`src/rtl/gpio_irq_pkg.sv`:
```
package gpio_irq_pkg;

    // detector codes per pin
    typedef enum logic [2:0] {
        DET_FALL = 3'd0,
        DET_RISE = 3'd1,
        DET_LOW  = 3'd2,
        DET_HIGH = 3'd3,
        DET_ANY  = 3'd4
    } det_mode_e;

    // soft reset controller states
    typedef enum logic [0:0] {
        ST_RUN  = 1'b0,
        ST_HOLD = 1'b1
    } srst_state_e;

    // register word indices (software decodes these)
    localparam logic [3:0] W_IEN   = 4'd0;
    localparam logic [3:0] W_STAT  = 4'd1;
    localparam logic [3:0] W_DISP  = 4'd2;
    localparam logic [3:0] W_CLR   = 4'd3;
    localparam logic [3:0] W_MSET  = 4'd4;
    localparam logic [3:0] W_MCLR  = 4'd5;
    localparam logic [3:0] W_DOUT  = 4'd6;
    localparam logic [3:0] W_DIN   = 4'd7;
    localparam logic [3:0] W_DIR   = 4'd8;
    localparam logic [3:0] W_MODE0 = 4'd9;
    localparam logic [3:0] W_MODE1 = 4'd10;
    localparam logic [3:0] W_SRST  = 4'd15;

    localparam int PINS_PER_MODE_WORD = 8;
    localparam int MODE_NIBBLE        = 4;

endpackage

```
`src/rtl/gpio_sync_stage.sv`:
```
module gpio_sync_stage #(
    parameter int W      = 12,
    parameter int STAGES = 2
) (
    input  logic         clk,
    input  logic         rst_n,
    input  logic [W-1:0] raw,
    output logic [W-1:0] smp_now,
    output logic [W-1:0] smp_prev
);

    logic [W-1:0] chain [STAGES];

    for (genvar s = 0; s < STAGES; s++) begin : g_stage
        if (s == 0) begin : g_first
            always_ff @(posedge clk or negedge rst_n) begin
                if (!rst_n) chain[0] <= '0;
                else        chain[0] <= raw;
            end
        end else begin : g_next
            always_ff @(posedge clk or negedge rst_n) begin
                if (!rst_n) chain[s] <= '0;
                else        chain[s] <= chain[s-1];
            end
        end
    end

    // one more sample for edge comparison
    always_ff @(posedge clk or negedge rst_n) begin
        if (!rst_n) smp_prev <= '0;
        else        smp_prev <= chain[STAGES-1];
    end

    assign smp_now = chain[STAGES-1];

endmodule

```
`src/rtl/gpio_pin_cell.sv`:
```
module gpio_pin_cell
    import gpio_irq_pkg::*;
(
    input  logic       clk,
    input  logic       rst_n,
    input  logic       cfg_clr,
    input  logic       mode_we,
    input  logic [2:0] mode_wd,
    input  logic       smp_now,
    input  logic       smp_prev,
    output logic [2:0] mode_q,
    output logic       hit
);

    always_ff @(posedge clk or negedge rst_n) begin
        if (!rst_n)       mode_q <= 3'd0;
        else if (cfg_clr) mode_q <= 3'd0;
        else if (mode_we) mode_q <= mode_wd;
    end

    always_comb begin
        hit = 1'b0;
        case (mode_q)
            DET_FALL: hit = smp_prev & ~smp_now;
            DET_RISE: hit = ~smp_prev & smp_now;
            DET_LOW:  hit = ~smp_now;
            DET_HIGH: hit = smp_now;
            DET_ANY:  hit = smp_prev ^ smp_now;
            default:  hit = 1'b0;
        endcase
    end

endmodule

```
`src/rtl/gpio_soft_rst_fsm.sv`:
```
module gpio_soft_rst_fsm
    import gpio_irq_pkg::*;
(
    input  logic clk,
    input  logic rst_n,
    input  logic rst_wr,
    input  logic rst_bit,
    output logic hold,
    output logic cfg_clr
);

    srst_state_e state_q, state_d;

    always_ff @(posedge clk or negedge rst_n) begin
        if (!rst_n) state_q <= ST_RUN;
        else        state_q <= state_d;
    end

    always_comb begin
        state_d = state_q;
        unique case (state_q)
            ST_RUN:  if (rst_wr && rst_bit)  state_d = ST_HOLD; // ENTER
            ST_HOLD: if (rst_wr && !rst_bit) state_d = ST_RUN;  // RELEASE
            default: state_d = ST_RUN;
        endcase
    end

    always_comb begin
        hold    = 1'b0;
        cfg_clr = 1'b0;
        unique case (state_q)
            ST_RUN: begin
                hold    = 1'b0;
                cfg_clr = rst_wr && rst_bit;
            end
            ST_HOLD: begin
                hold    = 1'b1;
                cfg_clr = 1'b1;
            end
            default: begin
                hold    = 1'b0;
                cfg_clr = 1'b0;
            end
        endcase
    end

endmodule

```
`src/rtl/gpio_irq_ctrl.sv`:
```
module gpio_irq_ctrl
    import gpio_irq_pkg::*;
#(
    parameter int N_PINS = 12,
    parameter int SYNC_STAGES = 2
) (
    input  logic              clk,
    input  logic              rst_n,
    input  logic              reg_wr,
    input  logic [3:0]        reg_word,
    input  logic [31:0]       reg_wdata,
    output logic [31:0]       reg_rdata,
    input  logic [N_PINS-1:0] pin_in,
    output logic [N_PINS-1:0] pin_out,
    output logic [N_PINS-1:0] pin_oe,
    output logic              irq
);

    localparam logic [N_PINS-1:0] ALL_ONES = {N_PINS{1'b1}};

    logic [N_PINS-1:0] en_q, mask_q, stat_q, out_q, dir_q;
    logic [N_PINS-1:0] smp_now, smp_prev, hit, stat_set;
    logic [N_PINS-1:0] wbits;
    logic [2:0]        mode_arr [N_PINS];
    logic [31:0]       mode0_rd, mode1_rd;
    logic              hold, cfg_clr;
    logic              unused_wdata;

    assign wbits        = reg_wdata[N_PINS-1:0];
    assign unused_wdata = ^reg_wdata;

    // soft reset controller
    gpio_soft_rst_fsm u_srst (
        .clk     (clk),
        .rst_n   (rst_n),
        .rst_wr  (reg_wr && (reg_word == W_SRST)),
        .rst_bit (reg_wdata[0]),
        .hold    (hold),
        .cfg_clr (cfg_clr)
    );

    // input synchronizer
    gpio_sync_stage #(.W(N_PINS), .STAGES(SYNC_STAGES)) u_sync (
        .clk      (clk),
        .rst_n    (rst_n),
        .raw      (pin_in),
        .smp_now  (smp_now),
        .smp_prev (smp_prev)
    );

    // per-pin mode storage and detection
    for (genvar p = 0; p < N_PINS; p++) begin : g_pin
        localparam bit IN_LO = (p < PINS_PER_MODE_WORD);
        localparam int SUB   = IN_LO ? p : p - PINS_PER_MODE_WORD;
        localparam logic [3:0] MY_WORD = IN_LO ? W_MODE0 : W_MODE1;
        logic       we;
        logic [2:0] wd;
        assign we = reg_wr && !cfg_clr && (reg_word == MY_WORD);
        assign wd = reg_wdata[MODE_NIBBLE*SUB +: 3];
        gpio_pin_cell u_cell (
            .clk      (clk),
            .rst_n    (rst_n),
            .cfg_clr  (cfg_clr),
            .mode_we  (we),
            .mode_wd  (wd),
            .smp_now  (smp_now[p]),
            .smp_prev (smp_prev[p]),
            .mode_q   (mode_arr[p]),
            .hit      (hit[p])
        );
    end

    assign stat_set = hit & en_q;

    // configuration registers
    always_ff @(posedge clk or negedge rst_n) begin
        if (!rst_n) begin
            en_q   <= '0;
            mask_q <= ALL_ONES;
            out_q  <= '0;
            dir_q  <= '0;
        end else if (cfg_clr) begin
            en_q   <= '0;
            mask_q <= ALL_ONES;
            out_q  <= '0;
            dir_q  <= '0;
        end else if (reg_wr) begin
            case (reg_word)
                W_IEN:   en_q   <= wbits;
                W_MSET:  mask_q <= mask_q | wbits;
                W_MCLR:  mask_q <= mask_q & ~wbits;
                W_DOUT:  out_q  <= wbits;
                W_DIR:   dir_q  <= wbits;
                default: ;
            endcase
        end
    end

    // status: clear first, new events win
    always_ff @(posedge clk or negedge rst_n) begin
        if (!rst_n) begin
            stat_q <= '0;
        end else if (cfg_clr) begin
            stat_q <= '0;
        end else if (reg_wr && (reg_word == W_CLR)) begin
            stat_q <= (stat_q & ~wbits) | stat_set;
        end else begin
            stat_q <= stat_q | stat_set;
        end
    end

    // mode read-back packing
    always_comb begin
        mode0_rd = '0;
        mode1_rd = '0;
        for (int p = 0; p < N_PINS; p++) begin
            if (p < PINS_PER_MODE_WORD)
                mode0_rd[MODE_NIBBLE*p +: 3] = mode_arr[p];
            else
                mode1_rd[MODE_NIBBLE*(p-PINS_PER_MODE_WORD) +: 3] = mode_arr[p];
        end
    end

    // read mux
    always_comb begin
        reg_rdata = '0;
        case (reg_word)
            W_IEN:   reg_rdata[N_PINS-1:0] = en_q;
            W_STAT:  reg_rdata[N_PINS-1:0] = stat_q;
            W_DISP:  reg_rdata[N_PINS-1:0] = stat_q & ~mask_q;
            W_MSET,
            W_MCLR:  reg_rdata[N_PINS-1:0] = mask_q;
            W_DOUT:  reg_rdata[N_PINS-1:0] = out_q;
            W_DIN:   reg_rdata[N_PINS-1:0] = smp_now;
            W_DIR:   reg_rdata[N_PINS-1:0] = dir_q;
            W_MODE0: reg_rdata = mode0_rd;
            W_MODE1: reg_rdata = mode1_rd;
            W_SRST:  reg_rdata[0] = hold;
            default: reg_rdata = '0;
        endcase
    end

    assign pin_out = out_q;
    assign pin_oe  = dir_q;
    assign irq     = |(stat_q & ~mask_q);

endmodule

```
`config.mk`:
```
export PLATFORM = sky130hd
export DESIGN_NAME = gpio_irq_ctrl
export DESIGN_NICKNAME = d
export VERILOG_FILES = /design/src/rtl/gpio_irq_pkg.sv /design/src/rtl/gpio_sync_stage.sv /design/src/rtl/gpio_pin_cell.sv /design/src/rtl/gpio_soft_rst_fsm.sv /design/src/rtl/gpio_irq_ctrl.sv
export SDC_FILE = /design/constraint.sdc
export NUM_CORES = 1
export LEC_CHECK = 0
export ABC_AREA = 1
export BUFFER_PORTS_ARGS = -buffer_cell sky130_fd_sc_hd__buf_2
export CAP_MARGIN = 10
export CORE_MARGIN = 1
export CORE_UTILIZATION = 40
export DETAILED_ROUTE_END_ITERATION = 12
export PLACE_DENSITY = 0.58
export RECOVER_POWER = 100
export REMOVE_ABC_BUFFERS = 1
export SYNTH_ARGS = -nofsm -noshare
export SYNTH_HDL_FRONTEND = slang
export SYNTH_SLANG_ARGS = --single-unit
```
`constraint.sdc`:
```
create_clock -name clk -period 2.32 [get_ports clk]
set_clock_uncertainty 0.05 [all_clocks]
set_input_delay 0.116 -clock clk [delete_from_list [all_inputs] [get_ports clk]]
set_output_delay 0.116 -clock clk [all_outputs]
set_load 0.01 [all_outputs]
```
==> metrics.md <==
| Metric | Value |
|---|---|
| Reg2reg path depth | 6 |
| Routed Antenna Nets | 0 |
| Worst Path Arrival | 2480 ps |
| Type of the worst min-delay path | in2reg |
| Antenna diodes | 0 |
| Fillers | 1755 |
| HP Start | reg_wdata[7] |
| PwrDens | 699 mW/mm2 |
| Least-Margin Pin Slew | 1590 ps |
| Most frequent cells in the layout | nand2_1, inv_1, dfrtp_1 |
| Multi-input combinational cell area | 0.00299 mm2 |
| Max_slew headroom | -0.0605 |
| Commonest non-fill, non-tap cell in the layout | nand2_1 |
| PortBufs | 97 |
| Failing checks | max-capacitance violations, max-slew violations |
| Core Util, Final | 0.511 |
| Layout area overhead | 25.2% |
| # DRC | 0 |
| Synth cell types | 30 |
| Layout Nets | 1168 |
| Placed Area | 0.00783 mm2 |
| Endpoints failing hold | 0 |
| Max clock buf depth | 2 |
| Total gr overflow | 0 |
| Post-place setup slack | 472 ps |
| Crit-path max FO | 40 |
| Largest net degree at the start of global routing | 61 |
| Die ar. | 0.0180 mm2 |
| Top Ports | 108 |
| Static Leakage | 0.00453 uW |
| Reg2reg end | mask_q[3] |
| Storage cell area | 0.00334 mm2 |
| RSZ-0062 raised after global routing | no |
| Die W | 134 um |
| Gates resized, CTS repair | 0 |
| EDFF count, synth | 0 |
| Share of layout cells above drive strength 1 | 0.117 |
| Cells after DPL | 1258 |
| Ys Warns | 0 |
| Post-Route WL | 21200 um |
| Drt pass-1 iters | 5 |
| Worst path cell trace | dlygate4sd3_1, buf_2, nand3_2, nand2_4, inv_1, buf_4, o211ai_1, dlygate4sd3_1 |
| Fin cells | 1331 |
| Worst Hold End | mask_q[7] |
| Global-route wire length before repair | 33700 um |
| CTS Buf Count | 17 |
| Post-synth top area cell | dfrtp_1 |
| Fin worst setup slack | 135 ps |
| Critical Path End Type | register |
| Synth top area share | 0.432 |
| Worst path max stage delay | 600 ps |
| Ys flop type | dfrtp_1 |
| Mean Syn Cell Area | 7.48 um2 |
| Standard-cell rows | 48 |
| Asr flop ratio synth | 1.00 |
| Met3 Use GR | 0.0544 |
| Wirelength per Cell | 16.0 um |
| Mapped cell area | 0.00700 mm2 |
| Post-DP HPWL | 14600 um |
| Worst Setup Path Type | in2reg |
| Setup crit start kind | input pin |
| Via count | 6517 |
| Max Freq | 0.458 GHz |
| Worst path required time | 2620 ps |
| R2R Setup Slk | 170 ps |
| Final instance area | 0.00877 mm2 |
| Finish-stage setup viols | 0 |
| Root Driver | clkbuf_16 |
| Initial antenna violation count | 0 |
| Crit path top cell by count | dlygate4sd3_1 |
| Vias in the first global route | 6333 |
| Max-cap viol count | 1 |
| Pins Over Slew Limit | 59 |
| Crit path time final | 2190 ps |
| Period utilization | 0.942 |
| Crit-path slowest cell | dlygate4sd3_1 |
| H-tree depth | 4 |
| Clk Latency, worst-skew pair | 420 ps |
| VDD IR max | 0.000513 V |
| Status | finished, violations left |
| Core area | 0.0172 mm2 |
| Buffers & Inverters on Critical Path | 5 |
| GRT met2 Usage | 0.392 |
| Routed vias/inst | 4.90 |
| Most used routing layer | met2 |
| Starting Density | 0.408 |
| Clock Pin Slew Worst Setup and Hold Paths | 60 ps |
| Ranking of synthesized cells by area | dfrtp_1, nand2_1, inv_1 |
| Yosys reg bits | 133 |
| TritonCTS clock tree | built |
| Cells on Worst Hold Path | 4 |
| Starting DRC count in detailed routing | 473 |
| Die extent in y | 134 um |
| Sequential share of the synthesized area | 0.477 |
| Clock Sinks | 133 |
| GRT Total Usage | 0.251 |
| Synthesized instance count | 937 |
| Met1 usage | 0.343 |
| Sum Neg Setup Slack | 0 ps |
| Routability cong. | 0.838 |
| Top Family by Delay on Critical Path | buffers and inverters |
## layer usage
layer	wire length, um	part of all wire
met1	9930	0.47
met2	9810	0.46
met3	1150	0.054
met4	345	0.016
met5	0	0
## timing repair
item,in CTS,in global routing
buffers inserted,0,0
hold buffers,41,0
endpoints found under the hold margin,100,0
## worst max path at each step
stage	startpoint	end	slack (ps)	depth (start not counted)
after floorplan	reg_word[3]	en_q[0]	820	6
after global placement	reg_word[0]	reg_rdata[9]	480	9
after detailed placement	reg_word[0]	g_pin[7].u_cell.mode_q[1]	470	8
after CTS	reg_wr	mask_q[3]	200	8
after global routing	reg_word[1]	reg_rdata[0]	50	9
final	reg_wr	mask_q[3]	130	8
## cell usage after synthesis, types with 4 or more instances
library cell and count:
a21oi_1 32, buf_2 15, buf_4 11, clkbuf_1 5, dfrtp_1 121, dfstp_2 12, ha_1 24, inv_1 126
nand2_1 344, nand3_1 76, nor2_1 74, nor2_2 10, nor3_1 4, o211ai_1 13, o21ai_0 40, o22ai_1 10
## state kept, by name, indices dropped and copies added (netlist names), named ones only
| name | count |
|---|---|
| g_pin.u_cell.mode_q | 36 |
| en_q | 12 |
| mask_q | 12 |
| pin_oe | 12 |
| pin_out | 12 |
| stat_q | 12 |
| u_sync.chain | 12 |
| u_sync.smp_now | 12 |
| u_sync.smp_prev | 12 |
## logic make-up after synthesis
group           count (synthesis)  synth area share
other cells                     1          0.000535
simple gates                  518             0.303
flops                         133             0.477
fa+ha+maj                      24            0.0429
compound gates                100            0.0797
buf+inv                       161            0.0970
## worst reg2reg max path: cells and delay by family, from the launching register on
family | cells | cell delay, ps
buffers and inverters | 4 | 1270
AND/OR/NAND/NOR | 1 | 210
flip-flops | 1 | 380
AO/OA/AOI/OAI | 1 | 160
## report_power, final
part | internal (uW) | switching, uW | total [uW] | leakage, uW
Combinational | 226 | 546 | 773 | 0.00250
Clock | 1850 | 1040 | 2890 | 0.000305
Sequential | 2410 | 63.6 | 2480 | 0.00173
Total | 4490 | 1650 | 6140 | 0.00453
## through the flow
| step | power (uW) | hold slack (ps) |
|---|---|---|
| 3_3_place_gp | 3260 | 91.5 |
| 5_1_grt | 6370 | 50.2 |
| 4_1_cts | 6220 | 13.9 |
| 2_1_floorplan | 2860 | -230 |
| 6_report | 6140 | 23.7 |
| 3_5_place_dp | 3260 | 90.2 |
## final cells by class
| cell class | count | area share |
|---|---|---|
| repair buffers | 166 | 0.119 |
| inverters | 128 | 0.0548 |
| clock inverters | 13 | 0.0205 |
| well taps | 225 | 0.0321 |
| clock buffers | 19 | 0.0516 |
| multi-input cells | 647 | 0.340 |
| flip-flops and latches | 133 | 0.381 |
(Power assumes the default switching activity.)
